--- config.mk ---
export PLATFORM = sky130hd
export DESIGN_NAME = adc_readout_ctrl
export DESIGN_NICKNAME = d
export VERILOG_FILES = /design/src/rtl/adc_rd_pkg.sv /design/src/rtl/adc_rd_phase.sv /design/src/rtl/adc_rd_settle.sv /design/src/rtl/adc_rd_bus.sv /design/src/rtl/adc_readout_ctrl.sv
export SDC_FILE = /design/constraint.sdc
export NUM_CORES = 1
export LEC_CHECK = 0
export ABC_AREA = 1
export BUFFER_PORTS_ARGS = -buffer_cell sky130_fd_sc_hd__clkbuf_2
export CAP_MARGIN = 15
export CORE_MARGIN = 2
export CORE_UTILIZATION = 45
export DETAILED_ROUTE_END_ITERATION = 8
export PLACE_DENSITY = 0.74
export SLEW_MARGIN = 20
export SYNTH_ARGS = -nofsm -noshare
export SYNTH_HDL_FRONTEND = slang
export SYNTH_SLANG_ARGS = --single-unit
export TNS_END_PERCENT = 20
--- constraint.sdc ---
create_clock -name clk -period 2.2 [get_ports clk]
set_input_delay 0.11 -clock clk [delete_from_list [all_inputs] [get_ports clk]]
set_output_delay 0.11 -clock clk [all_outputs]
set_load 0.05 [all_outputs]
--- src/rtl/adc_rd_pkg.sv ---
package adc_rd_pkg;
  typedef enum logic {
    DEC_SHORT = 1'b0,
    DEC_LONG  = 1'b1
  } dec_e;
endpackage

--- src/rtl/adc_rd_phase.sv ---
module adc_rd_phase #(
  parameter int SHORT_N = 16,
  parameter int LONG_N  = 32,
  parameter int PULSE   = 2,
  parameter int PH_W    = $clog2(LONG_N)
) (
  input  logic            clk,
  input  logic            rst,
  input  logic            restart,
  input  logic            long_sel,
  output logic [PH_W-1:0] ph_q,
  output logic            wrap_next,
  output logic            pulse_next
);
  localparam logic [PH_W-1:0] SHORT_LAST = PH_W'(SHORT_N - 1);
  localparam logic [PH_W-1:0] LONG_LAST  = PH_W'(LONG_N - 1);
  localparam logic [PH_W-1:0] PULSE_OFS  = PH_W'(PULSE - 1);

  logic [PH_W-1:0] last_v;
  logic [PH_W-1:0] pstart_v;
  logic [PH_W-1:0] nph;

  always_comb begin
    last_v     = long_sel ? LONG_LAST : SHORT_LAST;
    pstart_v   = last_v - PULSE_OFS;
    wrap_next  = !restart && (ph_q == last_v);
    if (restart || ph_q == last_v) nph = '0;
    else                           nph = ph_q + 1'b1;
    pulse_next = !restart && (nph >= pstart_v);
  end

  always_ff @(posedge clk) begin
    if (rst) ph_q <= '0;
    else     ph_q <= nph;
  end

  // the phase never leaves the active period
  p_phase_range_r2: assert property (@(posedge clk) disable iff (rst)
    ph_q <= (long_sel ? LONG_LAST : SHORT_LAST));
endmodule

--- src/rtl/adc_rd_settle.sv ---
module adc_rd_settle #(
  parameter int SETTLE = 2049,
  parameter int CW     = $clog2(SETTLE + 1)
) (
  input  logic          clk,
  input  logic          rst,
  input  logic          restart,
  output logic [CW-1:0] cnt_q,
  output logic          busy_next
);
  localparam logic [CW-1:0] LOAD_V = CW'(SETTLE);

  logic [CW-1:0] cnt_next;

  always_comb begin
    if (restart)           cnt_next = LOAD_V;
    else if (cnt_q != '0)  cnt_next = cnt_q - 1'b1;
    else                   cnt_next = '0;
    busy_next = (cnt_next != '0);
  end

  always_ff @(posedge clk) begin
    if (rst) cnt_q <= '0;
    else     cnt_q <= cnt_next;
  end

  // the count drains by one per clock when not restarted
  p_settle_drain_r7: assert property (@(posedge clk) disable iff (rst)
    (!restart && cnt_q != '0) |=> (cnt_q == $past(cnt_q) - 1'b1));
endmodule

--- src/rtl/adc_rd_bus.sv ---
module adc_rd_bus #(
  parameter int W = 16
) (
  input  logic         clk,
  input  logic         rst,
  input  logic         cap_en,
  input  logic [W-1:0] cap_word,
  input  logic         load_en,
  input  logic         cs_n,
  input  logic         rd_n,
  output logic [W-1:0] word_q,
  output logic [W-1:0] bus_data,
  output logic         bus_oe
);
  logic [W-1:0] pend_q;

  always_ff @(posedge clk) begin
    if (rst) begin
      pend_q <= '0;
      word_q <= '0;
      bus_oe <= 1'b0;
    end else begin
      if (cap_en)  pend_q <= cap_word;
      if (load_en) word_q <= pend_q;
      bus_oe <= !cs_n && !rd_n;
    end
  end

  assign bus_data = bus_oe ? word_q : '0;

  // a deselected or idle reader releases the bus on the next clock
  p_release_r5: assert property (@(posedge clk) disable iff (rst)
    (cs_n || rd_n) |=> (!bus_oe && bus_data == '0));
endmodule

--- src/rtl/adc_readout_ctrl.sv ---
module adc_readout_ctrl #(
  parameter int WORD_W      = 16,
  parameter int SHORT_N     = 16,
  parameter int LONG_N      = 32,
  parameter int DRDY_PULSE  = 2,
  parameter int SETTLE_CLKS = 2049
) (
  input  logic              clk,
  input  logic              rst,
  input  logic              word_stb,
  input  logic [WORD_W-1:0] word_in,
  input  logic              dec_sel,
  input  logic              cs_n,
  input  logic              rd_n,
  input  logic              sync_in,
  output logic [WORD_W-1:0] bus_data,
  output logic              bus_oe,
  output logic              drdy
);
  import adc_rd_pkg::*;

  localparam int PH_W = $clog2(LONG_N);
  localparam int CW   = $clog2(SETTLE_CLKS + 1);

  dec_e              mode_q;
  logic              mode_chg;
  logic              restart;
  logic [PH_W-1:0]   ph_q;
  logic              wrap_next;
  logic              pulse_next;
  logic [CW-1:0]     cnt_q;
  logic              busy_next;
  logic [WORD_W-1:0] word_q;

  assign mode_chg = (dec_e'(dec_sel) != mode_q);
  assign restart  = sync_in || mode_chg;

  adc_rd_phase #(
    .SHORT_N(SHORT_N), .LONG_N(LONG_N), .PULSE(DRDY_PULSE), .PH_W(PH_W)
  ) u_phase (
    .clk(clk), .rst(rst), .restart(restart),
    .long_sel(mode_q == DEC_LONG),
    .ph_q(ph_q), .wrap_next(wrap_next), .pulse_next(pulse_next)
  );

  adc_rd_settle #(.SETTLE(SETTLE_CLKS), .CW(CW)) u_settle (
    .clk(clk), .rst(rst), .restart(restart),
    .cnt_q(cnt_q), .busy_next(busy_next)
  );

  adc_rd_bus #(.W(WORD_W)) u_bus (
    .clk(clk), .rst(rst),
    .cap_en(word_stb && !sync_in), .cap_word(word_in),
    .load_en(wrap_next && !busy_next),
    .cs_n(cs_n), .rd_n(rd_n),
    .word_q(word_q), .bus_data(bus_data), .bus_oe(bus_oe)
  );

  always_ff @(posedge clk) begin
    if (rst) begin
      mode_q <= DEC_SHORT;
      drdy   <= 1'b0;
    end else begin
      mode_q <= dec_e'(dec_sel);
      drdy   <= restart || busy_next || pulse_next;
    end
  end

  // a sampled sync forces data-ready high
  p_sync_drdy_r6: assert property (@(posedge clk) disable iff (rst)
    sync_in |=> drdy);
  // data-ready covers the whole settling interval
  p_settle_drdy_r7: assert property (@(posedge clk) disable iff (rst)
    (cnt_q != '0) |-> drdy);
  // the output word moves only where data-ready falls
  p_update_on_fall_r3: assert property (@(posedge clk) disable iff (rst)
    !$stable(word_q) |-> $fell(drdy));
  // every fall follows at least two high clocks
  p_pulse_width_r3: assert property (@(posedge clk) disable iff (rst)
    $fell(drdy) |-> $past(drdy, 2));
  // the phase sits at zero right after a restart
  p_phase_hold_r2: assert property (@(posedge clk) disable iff (rst)
    restart |=> (ph_q == '0));
endmodule

[Word level (Yosys, flattened, before mapping)]
Cells that the tools add are included.
Word-level totals
  bits of input ports: 23
  word-level logic and storage cells: 34
  memory bits (writable): 0
  register bits: 52
  latch bits: 0
  output and inout port bits: 18
  memories kept: 0
  bits in read-only memories: 0
Operators by class
  mux-type cells: 5
  order comparisons: 1
  equal/unequal tests: 2
  bitwise logic cells: 0
  div/mod/pow operators: 0
  shift operators: 0
  add/sub/neg operators: 3
  multiply operators: 0
  reduce and logical (&&, ||, !) cells: 16
Operators with widths (number)
  2-to-1 mux 12 bit: 2
  nonzero test 12 bit: 2
  2-to-1 mux 16 bit: 1
  subtractor 12 x 1 -> 12 bit, second input constant: 1
  2-to-1 mux 5 bit: 2
  adder 5 x 1 -> 5 bit, second input constant: 1
  == test 5 bit: 1
  >= comparator 5 bit: 1
  logical AND 1 bit: 5
  logical NOT 1 bit: 5
  subtractor 5 x 1 -> 5 bit, second input constant: 1
  logical OR 1 bit: 4
  != test 1 bit: 1

[Depth between registers and ports, before layout]
  word-level depth: 7
  mapped depth: 17
  gate-level depth less buffers: 16

[Hierarchy]
From an unflattened synthesis, not the netlist that was laid out.
Unflattened totals
  cell total of the unflattened synthesis: 421
  area, all modules: 2711.4 µm²
By module, submodules not included
  adc_rd_bus: cells an instance 238, instances 1, sequential area each 660.6 µm², area each 1502.7 µm²
  adc_rd_settle: cells an instance 124, instances 1, sequential area each 240.2 µm², area each 795.8 µm²
  adc_rd_phase: cells an instance 43, instances 1, sequential area each 100.1 µm², area each 311.5 µm²
  adc_readout_ctrl: cells an instance 16, instances 1, sequential area each 40.0 µm², area each 101.3 µm²

[Least setup slack after synthesis]
Ideal clock, no wire load.
  kind: register -> register
  from: register u_phase.ph_q[0]
  to: register drdy
  clock period less this slack: 1.752 ns
  arrival time: 1.696 ns
  setup slack: 0.448 ns
  stages on the path, launching flop included: 14
  data required time: 2.144 ns
  library setup time: 0.056 ns
  buffers on the path: 0
  path through: dfxtp_1 > ha_1 > nand2_1 > nor2_1 > nand2_1 > nand2_1 > nor2_1 > ha_1 > nand2_1 > nor4_1 > nor2_1 > nand3_1 > nand2_1 > inv_1
On the way
  cells in the longest elaborated chain, start to end: 6
  elaborated cells between the ends (all ways): 7
  classes of those cells: 1 x add/sub; 1 x order compare; 1 x eq/ne; 1 x mux; 3 x reduce/logical
RTL lines
  start, declared: line adc_rd_phase.sv:11  | output logic [PH_W-1:0] ph_q,
  start signal, assigned: line adc_rd_phase.sv:34  | else ph_q <= nph;
  parallel branches: the longest is 2 deep, another holds adder 5 x 1 -> 5 bit
  2-to-1 mux 5 bit (*): line adc_rd_phase.sv:27  | if (restart || ph_q == last_v) nph = '0;
  net u_phase.nph[4]: line adc_rd_phase.sv:21  | logic [PH_W-1:0] nph;
  >= comparator 5 bit (*): line adc_rd_phase.sv:29  | pulse_next = !restart && (nph >= pstart_v);
  logical AND 1 bit (*): line adc_rd_phase.sv:29
  logical OR 1 bit (*): line adc_readout_ctrl.sv:65  | drdy <= restart || busy_next || pulse_next;
  end signal, assigned: line adc_readout_ctrl.sv:65
  end, declared: line adc_readout_ctrl.sv:18  | output logic drdy
Mark *: on every way through the listed nets, which the timed path passes.
A chain may end at the register's enable or synchronous reset.

[Worst setup path after layout]
  from: register u_settle.cnt_q[0]
  to: register u_bus.word_q[4]
On the way
  cells in the longest elaborated chain, start to end: 6
  elaborated cells between the ends (all ways): 7
  classes of those cells: 1 x add/sub; 2 x mux; 4 x reduce/logical
RTL lines
  start, declared: line adc_rd_settle.sv:8  | output logic [CW-1:0] cnt_q,
  start signal, assigned: line adc_rd_settle.sv:24  | else cnt_q <= cnt_next;
  subtractor 12 x 1 -> 12 bit or nonzero test 12 bit (tied branches): line adc_rd_settle.sv:17  | else if (cnt_q != '0) cnt_next = cnt_q - 1'b1;
  2-to-1 mux 12 bit (*): line adc_rd_settle.sv:17
  2-to-1 mux 12 bit (*): line adc_rd_settle.sv:16  | if (restart) cnt_next = LOAD_V;
  nonzero test 12 bit (*): line adc_rd_settle.sv:19  | busy_next = (cnt_next != '0);
  logical NOT 1 bit (*): line adc_readout_ctrl.sv:54  | .load_en(wrap_next && !busy_next),
  logical AND 1 bit (*): line adc_readout_ctrl.sv:54
  end signal, assigned: line adc_rd_bus.sv:24  | if (load_en) word_q <= pend_q;
  end, declared: line adc_rd_bus.sv:11  | output logic [W-1:0] word_q,
Mark *: on every way between the ends. The rest lies on a longest branch, timed or not.

==> metrics.json <==
{
  "result_of_the_run": {"value": "finished, final reports clean"},
  "yosysUniqueCellTypes": {"value": 28},
  "detail-route-antenna-nets": {"value": 0},
  "unrepaired_setup_endpoints_after_global_routing": {"value": "no"},
  "io_pins": {"value": 41},
  "ys.warnings.count": {"value": 0},
  "io_buffer_count": {"value": 40},
  "drt_first_iter_violations": {"value": 182},
  "worst_r2r_path_depth": {"value": 16},
  "cts_max_level": {"value": 2},
  "worstPathRequired": {"value": 2450, "unit": "ps"},
  "wire_length_of_the_first_global_routing_pass": {"value": 8490, "unit": "µm"},
  "vdd.ir_drop.worst": {"value": 0.294, "unit": "mV"},
  "detailedRoute.firstPassIterationCount": {"value": 4},
  "maxCapViolations": {"value": 0},
  "drcViolationCount": {"value": 0},
  "post_cts.repair.setup_buffers": {"value": 0},
  "via_per_inst": {"value": 4.58},
  "post-place-cells": {"value": 468},
  "largest_fanout_on_the_critical_path": {"value": 16},
  "first_global_vias": {"value": 2005},
  "maximum_number_of_pins_on_one_net_before_global_route_repair": {"value": 33},
  "power_density": {"value": 648, "unit": "mW/mm²"},
  "cts-root-buf": {"value": "sky130_fd_sc_hd__clkbuf_8"},
  "die_height": {"value": 78.1, "unit": "µm"},
  "synth_cells": {"value": 368},
  "grt_use_total": {"value": 17.1, "unit": "%"},
  "tightest_pin_transition": {"value": 635, "unit": "ps"},
  "arrival": {"value": 2210, "unit": "ps"},
  "final.fill_count": {"value": 535},
  "min_path_type": {"value": "primary input to register"},
  "setup_tns": {"value": 0, "unit": "ps"},
  "ff2ff_setup_slack": {"value": 240, "unit": "ps"},
  "async_reset_ff_share": {"value": 0, "unit": "%"},
  "cts_buffer_depth": {"value": 2},
  "drive_gt1_share": {"value": 18.0, "unit": "%"},
  "fin_worst_skew": {"value": 6.79, "unit": "ps"},
  "finalHoldViolations": {"value": 0},
  "syn-mean-instance-area": {"value": 6.72, "unit": "µm²"},
  "synth_seq_cells": {"value": 52},
  "fin_crit": {"value": 1960, "unit": "ps"},
  "post_layout_nonfiller_instances": {"value": 480},
  "core_area": {"value": 0.00520, "unit": "mm²"},
  "crit_path_start_kind": {"value": "register"},
  "min_from": {"value": "dec_sel"},
  "min_to": {"value": "mode_q"},
  "grt.overflow.total": {"value": 0},
  "fp.dieArea": {"value": 0.00610, "unit": "mm²"},
  "report.final.slew_viol_count": {"value": 0},
  "rows": {"value": 26},
  "crit_type": {"value": "register to register"},
  "end_kind": {"value": "register"},
  "routed-via-count": {"value": 2198},
  "area_growth": {"value": 15.5, "unit": "%"},
  "cts_buffers": {"value": 5},
  "yosys-top-cells-count": {"value": "sky130_fd_sc_hd__nor2_1 (92), sky130_fd_sc_hd__nand2_1 (79), sky130_fd_sc_hd__inv_1 (55)"},
  "synth-edff-count": {"value": 0},
  "post-dp-hpwl": {"value": 3420, "unit": "µm"},
  "hold_slack": {"value": 35.9, "unit": "ps"},
  "r2r-end": {"value": "u_bus.word_q[4]"},
  "synthMostInstantiatedCell": {"value": "sky130_fd_sc_hd__nor2_1"},
  "cts.sinks": {"value": 52},
  "initial_core_utilization": {"value": 47.5, "unit": "%"},
  "routed_wl": {"value": 5120, "unit": "µm"},
  "antenna_violations_before_repair": {"value": 0},
  "n_antenna_cell": {"value": 0},
  "period_share": {"value": 89.0, "unit": "%"},
  "cts_tree": {"value": "done"},
  "maxClockFrequency": {"value": 0.510, "unit": "GHz"},
  "die_width": {"value": 78.1, "unit": "µm"},
  "max_slew_margin": {"value": 57.6, "unit": "%"},
  "synth_area_leader_cell": {"value": "sky130_fd_sc_hd__dfxtp_1"},
  "post_synth_instance_area": {"value": 0.00247, "unit": "mm²"},
  "place.gp.congestion": {"value": 0.831},
  "synth.area.top_cells": {"value": "sky130_fd_sc_hd__dfxtp_1 (42%), sky130_fd_sc_hd__nor2_1 (14%), sky130_fd_sc_hd__nand2_1 (12%), sky130_fd_sc_hd__inv_1 (8.4%), sky130_fd_sc_hd__o21ai_0 (3.2%)"},
  "worstSkewPairLatency": {"value": 310, "unit": "ps"},
  "crit-reg2reg-launch": {"value": "u_settle.cnt_q[0]"},
  "power_leakage": {"value": 1.55, "unit": "nW"},
  "dominantRegCellSynth": {"value": "sky130_fd_sc_hd__dfxtp_1"},
  "routed_wl_per_cell": {"value": 10.7, "unit": "µm"},
  "synth_top_cell_area_share": {"value": 42.1, "unit": "%"},
  "setup_violations": {"value": 0},
  "layout.nets": {"value": 436},
  "synth_fp_nets": {"value": 395},
  "synth_sequential_area_ratio": {"value": 42.1, "unit": "%"},
  "clkTransAtPathRegs": {"value": 100, "unit": "ps"},
  "worstHoldPathCells": {"value": 3}
}
## repair_timing
action | CTS | global route
resized for setup | 0 | 4
endpoints found under the setup margin | 0 | 16
hold buffers | 2 | 0
hold endpoints to repair | 1 | 0
## worst max-delay path by stage
stage,from,to,slack (ps),cells after the start
2_1_floorplan,u_phase.ph_q[0],drdy,450,13
3_3_place_gp,u_settle.cnt_q[0],u_bus.word_q[3],240,13
3_5_place_dp,u_settle.cnt_q[0],u_bus.word_q[0],170,13
4_1_cts,u_settle.cnt_q[0],u_bus.word_q[0],150,13
5_1_grt,u_settle.cnt_q[1],u_bus.word_q[12],20,16
6_report,u_settle.cnt_q[0],u_bus.word_q[4],240,16
## flip-flops by register name (all words and copies together), names as in the netlist
register        flops
u_bus.bus_oe        1
u_settle.cnt_q     12
mode_q              1
u_bus.pend_q       16
u_phase.ph_q        5
drdy                1
u_bus.word_q       16
## kinds of logic after synthesis
group | count (synthesis) | share of synthesized area, %
compound gates | 21 | 4.50
xor+xnor | 7 | 2.48
fa+ha+maj | 4 | 2.02
buf+inv | 70 | 11.5
flops | 52 | 42.1
simple gates | 214 | 37.4
## through the flow
| stage | util (%) | power, mW | setup slack, ps | area [µm²] |
|---|---|---|---|---|
| global placement | 52.0 | 1.31 | 235 | 2710 |
| global route | 54.9 | 1.95 | 24.9 | 2860 |
| CTS | 54.1 | 1.86 | 149 | 2820 |
| finish | 54.9 | 1.85 | 241 | 2860 |
| floorplan | - | 1.24 | 448 | 2470 |
| detailed placement | 52.0 | 1.31 | 174 | 2710 |
## critical path: stages, from the launching register on
cell	delay, ps
sky130_fd_sc_hd__dfxtp_1	310
sky130_fd_sc_hd__inv_2	80
sky130_fd_sc_hd__ha_1	160
sky130_fd_sc_hd__inv_1	40
sky130_fd_sc_hd__nor2_1	90
sky130_fd_sc_hd__nand2_1	70
sky130_fd_sc_hd__nor2_2	110
sky130_fd_sc_hd__nand2_1	70
sky130_fd_sc_hd__nand2_1	110
sky130_fd_sc_hd__nor2_1	70
sky130_fd_sc_hd__nand2_2	60
sky130_fd_sc_hd__nand2_2	60
sky130_fd_sc_hd__nor2_4	200
sky130_fd_sc_hd__nand3_4	230
sky130_fd_sc_hd__nand2_1	110
sky130_fd_sc_hd__nand2_1	50
sky130_fd_sc_hd__nor2_1	90
## report_power, final
part,total [mW],switching (mW),internal [mW],leakage (nW)
combinational,0.296,0.191,0.105,1.08
clock,0.549,0.322,0.227,0.0414
sequential,1.01,0.0279,0.977,0.424
total,1.85,0.541,1.31,1.55
## metal layers
metal / GRT usage (%) / part of all wire (%) / vias up
li1: - / - / 1182
met1: 22.5 / 49 / 958
met2: 28.2 / 46 / 52
met3: 3.56 / 3.7 / 6
met4: 5.61 / 0.86 / 0
met5: 0 / 0 / -
## placed cells by master, fill, tap and decap left out, types with 7 or more instances in the layout
master / n
sky130_fd_sc_hd__nor2_1: 92
sky130_fd_sc_hd__inv_1: 54
sky130_fd_sc_hd__nand3_1: 14
sky130_fd_sc_hd__nand2_1: 79
sky130_fd_sc_hd__nand2_2: 8
sky130_fd_sc_hd__nor3_1: 7
sky130_fd_sc_hd__dfxtp_1: 52
sky130_fd_sc_hd__clkbuf_2: 40
sky130_fd_sc_hd__o21ai_0: 16
## area by class of cell
class / instances / area [µm²] / share of cell area (%)
Clock inverter: 2 / 16.3 / 0.570
Timing Repair Buffer: 44 / 235 / 8.24
Clock buffer: 6 / 72.6 / 2.54
Inverter: 58 / 218 / 7.62
Sequential cell: 52 / 1040 / 36.5
Tap cell: 70 / 87.6 / 3.07
Multi-Input combinational cell: 248 / 1180 / 41.5
(Power assumes the default switching activity.)
